### config.mk
export PLATFORM = sky130hd
export DESIGN_NAME = ivt_timer
export DESIGN_NICKNAME = d
export VERILOG_FILES = /design/src/rtl/ivt_pkg.sv /design/src/rtl/ivt_regs.sv /design/src/rtl/ivt_prescaler.sv /design/src/rtl/ivt_counter.sv /design/src/rtl/ivt_timer.sv
export SDC_FILE = /design/constraint.sdc
export NUM_CORES = 1
export LEC_CHECK = 0
export CAP_MARGIN = 20
export CELL_PAD_IN_SITES_DETAIL_PLACEMENT = 1
export CELL_PAD_IN_SITES_GLOBAL_PLACEMENT = 1
export CORE_MARGIN = 2
export CORE_UTILIZATION = 40
export CTS_CLUSTER_SIZE = 30
export DETAILED_ROUTE_END_ITERATION = 16
export PLACE_DENSITY = 0.87
export RECOVER_POWER = 50
export SETUP_SLACK_MARGIN = 0.15
export SLEW_MARGIN = 20
export SYNTH_ARGS = -nofsm -noshare
export SYNTH_HDL_FRONTEND = slang
export SYNTH_SLANG_ARGS = --single-unit
### constraint.sdc
create_clock -name clk -period 4.11 [get_ports clk]
set_clock_uncertainty 0.2 [all_clocks]
set_input_delay 1.0275 -clock clk [delete_from_list [all_inputs] [get_ports clk]]
set_output_delay 1.0275 -clock clk [all_outputs]
set_load 0.02 [all_outputs]
### src/rtl/ivt_pkg.sv
package ivt_pkg;

   localparam int ADDR_W = 2;

   localparam logic [ADDR_W-1:0] A_CMP = 2'd0;
   localparam logic [ADDR_W-1:0] A_SEL = 2'd1;
   localparam logic [ADDR_W-1:0] A_CTL = 2'd2;
   localparam logic [ADDR_W-1:0] A_CNT = 2'd3;

   localparam int CTL_RUN  = 0;
   localparam int CTL_HOLD = 1;

   // divide exponent for a clock-select code: 0..4 direct, then 6, 8, 10
   function automatic int sel_shift(input int code);
      return (code <= 4) ? code : (2 * code - 4);
   endfunction

endpackage

### src/rtl/ivt_regs.sv
module ivt_regs
   import ivt_pkg::*;
#(
   parameter int CNT_W = 8,
   parameter int SEL_W = 3
) (
   input  logic              clk,
   input  logic              rst_n,
   input  logic              wr_en,
   input  logic [ADDR_W-1:0] wr_addr,
   input  logic [CNT_W-1:0]  wr_data,
   input  logic [ADDR_W-1:0] rd_addr,
   input  logic [CNT_W-1:0]  cnt,
   output logic [CNT_W-1:0]  rd_data,
   output logic [CNT_W-1:0]  cmp_q,
   output logic [SEL_W-1:0]  sel_q,
   output logic              run_q,
   output logic              hold_q
);

   localparam int SEL_PAD = CNT_W - SEL_W;
   localparam int CTL_PAD = CNT_W - 2;

   logic wr_cmp, wr_sel, wr_ctl;

   assign wr_cmp = wr_en && (wr_addr == A_CMP) && !run_q;
   assign wr_sel = wr_en && (wr_addr == A_SEL);
   assign wr_ctl = wr_en && (wr_addr == A_CTL);

   always_ff @(posedge clk) begin
      if (!rst_n) begin
         cmp_q  <= '0;
         sel_q  <= '0;
         run_q  <= 1'b0;
         hold_q <= 1'b0;
      end else begin
         if (wr_cmp) cmp_q <= wr_data;
         if (wr_sel) sel_q <= wr_data[SEL_W-1:0];
         if (wr_ctl) begin
            run_q  <= wr_data[CTL_RUN];
            hold_q <= wr_data[CTL_HOLD];
         end
      end
   end

   always_comb begin
      unique case (rd_addr)
         A_CMP:   rd_data = cmp_q;
         A_SEL:   rd_data = {{SEL_PAD{1'b0}}, sel_q};
         A_CTL:   rd_data = {{CTL_PAD{1'b0}}, hold_q, run_q};
         default: rd_data = cnt;
      endcase
   end

   AST_CMP_LOCKED: assert property (@(posedge clk) disable iff (!rst_n)
      $past(run_q) |-> $stable(cmp_q));

endmodule

### src/rtl/ivt_prescaler.sv
module ivt_prescaler
   import ivt_pkg::*;
#(
   parameter int SEL_W = 3
) (
   input  logic             clk,
   input  logic             rst_n,
   input  logic             active,
   input  logic [SEL_W-1:0] sel,
   output logic             tick
);

   localparam int NCODE = 2 ** SEL_W;
   localparam int MAX_K = sel_shift(NCODE - 1);
   localparam int PRE_W = (MAX_K < 1) ? 1 : MAX_K;

   logic [PRE_W-1:0] pre_q;
   logic [NCODE-1:0] tick_vec;

   always_ff @(posedge clk) begin
      if (!rst_n)       pre_q <= '0;
      else if (!active) pre_q <= '0;
      else              pre_q <= pre_q + 1'b1;
   end

   generate
      for (genvar c = 0; c < NCODE; c++) begin : g_code
         localparam int K = sel_shift(c);
         if (K == 0) begin : g_direct
            assign tick_vec[c] = 1'b1;
         end else begin : g_div
            assign tick_vec[c] = &pre_q[K-1:0];
         end
      end
   endgenerate

   assign tick = active & tick_vec[sel];

   AST_PRE_RESTART: assert property (@(posedge clk) disable iff (!rst_n)
      $rose(active) |-> (pre_q == '0));

endmodule

### src/rtl/ivt_counter.sv
module ivt_counter #(
   parameter int CNT_W = 8
) (
   input  logic             clk,
   input  logic             rst_n,
   input  logic             active,
   input  logic             tick,
   input  logic [CNT_W-1:0] cmp,
   output logic [CNT_W-1:0] cnt_q,
   output logic             irq_q
);

   logic hit;

   assign hit = (cnt_q == cmp);

   always_ff @(posedge clk) begin
      if (!rst_n) begin
         cnt_q <= '0;
         irq_q <= 1'b0;
      end else begin
         irq_q <= active && tick && hit;
         if (!active)   cnt_q <= '0;
         else if (tick) cnt_q <= hit ? '0 : cnt_q + 1'b1;
      end
   end

   AST_CNT_LE_CMP: assert property (@(posedge clk) disable iff (!rst_n)
      cnt_q <= cmp);

   AST_IRQ_AT_CLEAR: assert property (@(posedge clk) disable iff (!rst_n)
      irq_q |-> (cnt_q == '0));

   AST_STOP_CLEARS: assert property (@(posedge clk) disable iff (!rst_n)
      !active |=> (cnt_q == '0));

endmodule

### src/rtl/ivt_timer.sv
module ivt_timer
   import ivt_pkg::*;
#(
   parameter int CNT_W = 8,
   parameter int SEL_W = 3
) (
   input  logic              clk,
   input  logic              rst_n,
   input  logic              wr_en,
   input  logic [ADDR_W-1:0] wr_addr,
   input  logic [CNT_W-1:0]  wr_data,
   input  logic [ADDR_W-1:0] rd_addr,
   output logic [CNT_W-1:0]  rd_data,
   output logic              irq
);

   generate
      if (CNT_W < 4 || CNT_W > 32) begin : g_bad_cnt
         $error("ivt_timer: CNT_W must be 4..32");
      end
      if (SEL_W < 1 || SEL_W > 3) begin : g_bad_sel
         $error("ivt_timer: SEL_W must be 1..3");
      end
   endgenerate

   logic [CNT_W-1:0] cmp_q, cnt_q;
   logic [SEL_W-1:0] sel_q;
   logic             run_q, hold_q, active, tick;

   assign active = run_q & ~hold_q;

   ivt_regs #(.CNT_W(CNT_W), .SEL_W(SEL_W)) u_regs (
      .clk(clk), .rst_n(rst_n), .wr_en(wr_en), .wr_addr(wr_addr),
      .wr_data(wr_data), .rd_addr(rd_addr), .cnt(cnt_q), .rd_data(rd_data),
      .cmp_q(cmp_q), .sel_q(sel_q), .run_q(run_q), .hold_q(hold_q)
   );

   ivt_prescaler #(.SEL_W(SEL_W)) u_pre (
      .clk(clk), .rst_n(rst_n), .active(active), .sel(sel_q), .tick(tick)
   );

   ivt_counter #(.CNT_W(CNT_W)) u_cnt (
      .clk(clk), .rst_n(rst_n), .active(active), .tick(tick),
      .cmp(cmp_q), .cnt_q(cnt_q), .irq_q(irq)
   );

   AST_HOLD_QUIET: assert property (@(posedge clk) disable iff (!rst_n)
      (run_q && hold_q && $past(run_q && hold_q)) |-> !irq);

endmodule

-- Word-level counts from Yosys, hierarchy flattened
Cells that the tools add are included.
Widths: inputs -> output; s select.
- bits in latches: 0
- register bits after elaboration: 32
- memory bits (writable): 0
- memories: 0
- bits of input ports: 15
- ROM bits: 0
- word-level logic and storage cells: 38
- $add $sub $neg: 2
- eq/ne operators: 5
- div/mod/pow operators: 0
- multiply operators: 0
- mux-type cells: 4
- bitwise gates (word level): 3
- reduce and logical (&&, ||, !) cells: 16
- shift operators: 0
- $lt $le $gt $ge: 1
- operators by type and width (kind ; number):
    $pmux 8 s3 ; 1
    $add 10x1->10 const B ; 1
    $reduce_and 10->1 ; 1
    $add 8x1->8 const B ; 1
    $eq 8x8->1 ; 1
    $mux 8 ; 1
    $reduce_and 8->1 ; 1
    $logic_and 1x1->1 ; 6
    $reduce_and 6->1 ; 1
    $eq 2x1->1 const B ; 2
    $eq 2x2->1 const B ; 2
    $logic_not 2->1 ; 2
    $lt 3x4->1 const B ; 1
    $reduce_and 2->1 ; 2
    $reduce_and 4->1 ; 1
    $bmux 1 s3 ; 1
    $reduce_and 3->1 ; 1
    $and 1x1->1 ; 2
    $logic_not 1->1 ; 1
    $mux 1 ; 1
    $not 1->1 ; 1

-- Longest topological paths before layout
- depth after elaboration: 6
- gate-level depth with buffers: 8
- mapped depth without buffers: 7

-- By module
From an unflattened synthesis, not the netlist that was laid out.
- cells, all modules: 170
- area total of the unflattened synthesis: 1607.8 µm²
- modules (own cells, without submodules) (module ; cells each ; area each (µm²) ; instances):
    ivt_regs ; 65 ; 654.4 ; 1
    ivt_prescaler ; 54 ; 474.2 ; 1
    ivt_counter ; 50 ; 465.4 ; 1
    ivt_timer ; 1 ; 13.8 ; 1

-- Worst setup path before layout
OpenSTA, ideal clock, no wires.
- kind: input-to-output
- from: input port rd_addr[0]
- to: output port rd_data[1]
- required time: 2.883 ns
- stages: 1
- arrival: 1.668 ns
- setup slack: 1.214 ns
- path through: mux4_1
- word-level cells in the longest chain between the ends: 2
- RTL lines (what ; line ; source):
    start: declaration ; ivt_timer.sv:12 ; input logic [ADDR_W-1:0] rd_addr,
    $eq 2x2->1, or another cell as far along ; ivt_regs.sv:47 ; unique case (rd_addr)
    $pmux 8 s3 (*) ; ivt_regs.sv:47 ;
    end: declaration ; ivt_timer.sv:13 ; output logic [CNT_W-1:0] rd_data,
Mark *: on every way between the ends. The rest lies on a longest branch, timed or not.

-- Worst setup path after layout
- from: input port rd_addr[1]
- to: output port rd_data[3]
The elaborated chain is that of the path after synthesis.

==> impl_results.md <==
- Worst Path Max Fanout: 6
- Setup violators final: 0
- Finished Cell Area: 0.001953 mm²
- Combinational power share: 9.3%
- # IOs: 24
- Top cells by area, synth: dfxtp_1 40%, xor2_1 6.5%, nand2_1 5.6%
- Std cell rows: 23
- Pwr/cell area: 310.3 mW/mm²
- Final period util: 94.44%
- Post-synth cell types: 38
- Seq. cell area: 640.6 µm²
- Metal3 WL: 153 µm
- CTS clk-pin slew, worst paths: 0.06 ns
- Worst Hold Endpoint: u_pre.pre_q[0]$_SDFF_PN0_
- CP Data Arrival Time: 2.65 ns
- FF-to-FF path depth: 7
- Max Cap Violations: 0
- Worst-Skew Late Latency: 0.29 ns
- RSZ-0062 raised after global routing: no
- Post-Synth XOR/XNOR Area: between 7 and 8%
- # fillers: 475
- Compound-cell area share of the yosys netlist: 17.79%
- Number of vias per cell: roughly 5.5
- Via count: around 1400
- Routability-driven placement congestion ratio: between 0.7 and 0.8
- Die W: 67.60 µm
- Adder-Cell Fraction of Synth Area: ~2.3%
- Syn Nets: 196
- Max incr delay on CP: 0.62 ns
- Core Area: 0.003943 mm²
- Hold path start: u_pre.pre_q[0]$_SDFF_PN0_
- Ant. Diodes: 0
- Placed inst area: 0.001881 mm²
- HPWL after DPL: 2.867 mm
- Bufs on Longest Clock Path: 2
- NetSw: between 100 and 150 µW
- Setup TNS: 0 ns
- Net Sw Frac: 24.66%
- Register area share after synthesis: 39.60%
- Iteration-0 DRC Markers: 59
- Fin. Hold Viols: 0
- Final Max Tran Viols: 0
- Post-DR wirelength/cell: ~15 µm
- Metal2 WL: between 1.5 and 2 mm
- Largest family of logic cells by synthesized area: simple AND/OR/NAND/NOR gates
- Die H: 67.60 µm
- Clock power share: 38.0%
- Internal power: around 460 µW
- Synth Warn #: 0
- R2R Path Start: u_pre.pre_q[0]$_SDFF_PN0_
- Initial antenna violation count: 0
- Reg power frac: between 50 and 60%
- Cell mode on critical path: clkdlybuf4s50_1
- DRT antenna net count: 0
- P&R area growth vs syn: 20.73%
- Drt drc: 0
- Worst path required time: about 2.9 ns
- Syn Area/Cell: 9.089 µm²
- Root Driver: clkbuf_8
- Kind of critical path: in -> out
- Highest metal used: met4
- PortBufs: 23
- Vias in the first global route: 1461
- Share of cells above drive strength 1: 9.901%
- Gr usage total: 18.80%
- PnR worst setup slack: 0.2284 ns
- Post-CTS Repair Setup Buffers: 0
- TritonCTS clock tree: yes
- CTS Buf Count: 5
- Critical Path Slowest Stage Cell: clkdlybuf4s50_1
- CP startpoint kind: input port
- Largest net degree at the start of global routing: 16
- Final net count: 220
- Routed met1 length: roughly 1.7 mm
- Post-synthesis instance total: 178
- First-pass GRT wire length: 6.417 mm
- Outcome: finished, final reports clean
- Simple-gate area share of the yosys netlist: 23.12%
- Share of the synthesized area in the top cell type: 39.60%
- Area of the multi-input gates: 929.6 µm²
- Slew Limit Headroom: around 47%
- Commonest cells after routing, fill and taps aside: 32 x dfxtp_1, 24 x nand2_1, 18 x clkdlybuf4s50_1
- Hold Path Class: reg -> reg
- Gr ovfl total: 0
- Utilization after layout: about half
- Least-Margin Pin Slew: about 0.80 ns
- Routed WL: 3.782 mm
- Most common cell after layout, fill and taps aside: dfxtp_1
- Mapped Area: 0.001618 mm²
- Setup WS pre-CTS: 0.1095 ns
- Flop2flop setup slack: 1.65 ns
- Tmin final: 3.882 ns
- LEAKAGE: 0.0008190 µW
- H-Tree Depth: 2
- Drt pass-1 iters: 3
- WHS Path Cells: 1
- Leading area contributor after synthesis: dfxtp_1
- Synth Register Bits: 32
- Critical Path End Type: output pin
- R2r endpoint: u_cnt.cnt_q[7]$_SDFFE_PN0P_
- DIE AREA: 0.004569 mm²
- Fmax: 257.6 MHz
- CP cell instances: clkdlybuf4s50_1 > and2_2 > a22o_1 > clkdlybuf4s50_1
- Worst vdd ir: 0.2522 mV
- Clk sinks: 32
- Initial Util: 41.03%
- Mux share of post-synthesis cell area: 7.347%
cells in the mapped netlist (all sizes together):
| cell | instances |
|---|---|
| dfxtp | 32 |
| nand2 | 24 |
| nor2 | 18 |
| xor2 | 12 |
| a21oi | 10 |
| o21ai | 9 |
| mux2i | 7 |
| a22o | 6 |
| a32o | 6 |
| and3 | 6 |
| nor3b | 5 |
| and2 | 4 |
| clkbuf | 4 |
| inv | 4 |
| ha | 3 |
| nand3 | 3 |
| or3 | 3 |
| a21boi | 2 |
| buf | 2 |
| mux4 | 2 |
| nand2b | 2 |
| nand3b | 2 |
| nand4 | 2 |
| nor4 | 2 |
| a2111oi | 1 |
| a211oi | 1 |
| a31o | 1 |
| a31oi | 1 |
| nor3 | 1 |
| o2bb2ai | 1 |
| or2 | 1 |
| xnor2 | 1 |
final cells by class:
cell class              instances  area share (%)
clock buffers                   6           3.716
clock inverters                 1          0.2562
inverters                       4          0.7687
multi-input cells             136           47.60
flip-flops and latches         32           32.80
well taps                      50           3.203
repair buffers                 23           11.66
state kept, by name, summed over array words and instances, names as in the netlist:
signal,cells
u_regs.sel_q,3
u_cnt.irq_q,1
u_cnt.cnt_q,8
u_regs.cmp_q,8
u_pre.pre_q,10
u_regs.run_q,1
u_regs.hold_q,1
metal layers:
metal / up-vias / track usage (%)
met3: 8 / 5.833
met1: 668 / 19.31
met5: - / 0
li1: 686 / -
met4: 0 / 6.633
met2: 24 / 35.42
power groups by stage:
stage | clock network, µW | logic (µW) | registers (µW)
floorplan | 0 | 31.9 | 325
global placement | 0 | 55.6 | 327
detailed placement | 0 | 56.9 | 327
CTS | 240 | 57.1 | 320
global route | 251 | 61.7 | 320
finish | 230 | 56.1 | 320
timing repair:
action,4_1_cts,5_1_grt
hold buffers,0,0
hold endpoints to repair,0,0
gates resized for setup,3,1
setup endpoints to repair,4,5
critical path: cells and delay by family:
family / cells / cell delay [ns]
buffers and inverters: 2 / 1.22
AND/OR/NAND/NOR: 1 / 0.25
AO/OA/AOI/OAI: 1 / 0.15
cells by family after synthesis:
logic type | after synthesis
multiplexers | 9
buffers and inverters | 10
AND/OR/NAND/NOR | 73
adder cells (fa/ha/maj) | 3
XOR/XNOR | 13
flip-flops | 32
AO/OA/AOI/OAI | 38
how the worst max path moves through the flow:
stage | endpoint | startpoint | slack (ns) | cells past startpoint
floorplan | rd_data[1] | rd_addr[0] | 1.21 | 1
global placement | rd_data[1] | rd_addr[0] | 0.12 | 3
CTS | rd_data[3] | rd_addr[1] | 0.18 | 4
global route | rd_data[2] | rd_addr[1] | 0.18 | 4
finish | rd_data[3] | rd_addr[1] | 0.23 | 4
detailed placement | rd_data[1] | rd_addr[0] | 0.11 | 3
stage by stage:
step                total power (µW)  std cells  hold slack (ns)
global placement               382.3        245           0.2520
floorplan                      357.3        178           0.2291
detailed placement             383.9        245           0.2611
global route                   633.4        252           0.3283
CTS                            616.7        252           0.2764
finish                         606.1        252           0.2705
Note: power is estimated with default switching activity, not from simulation.
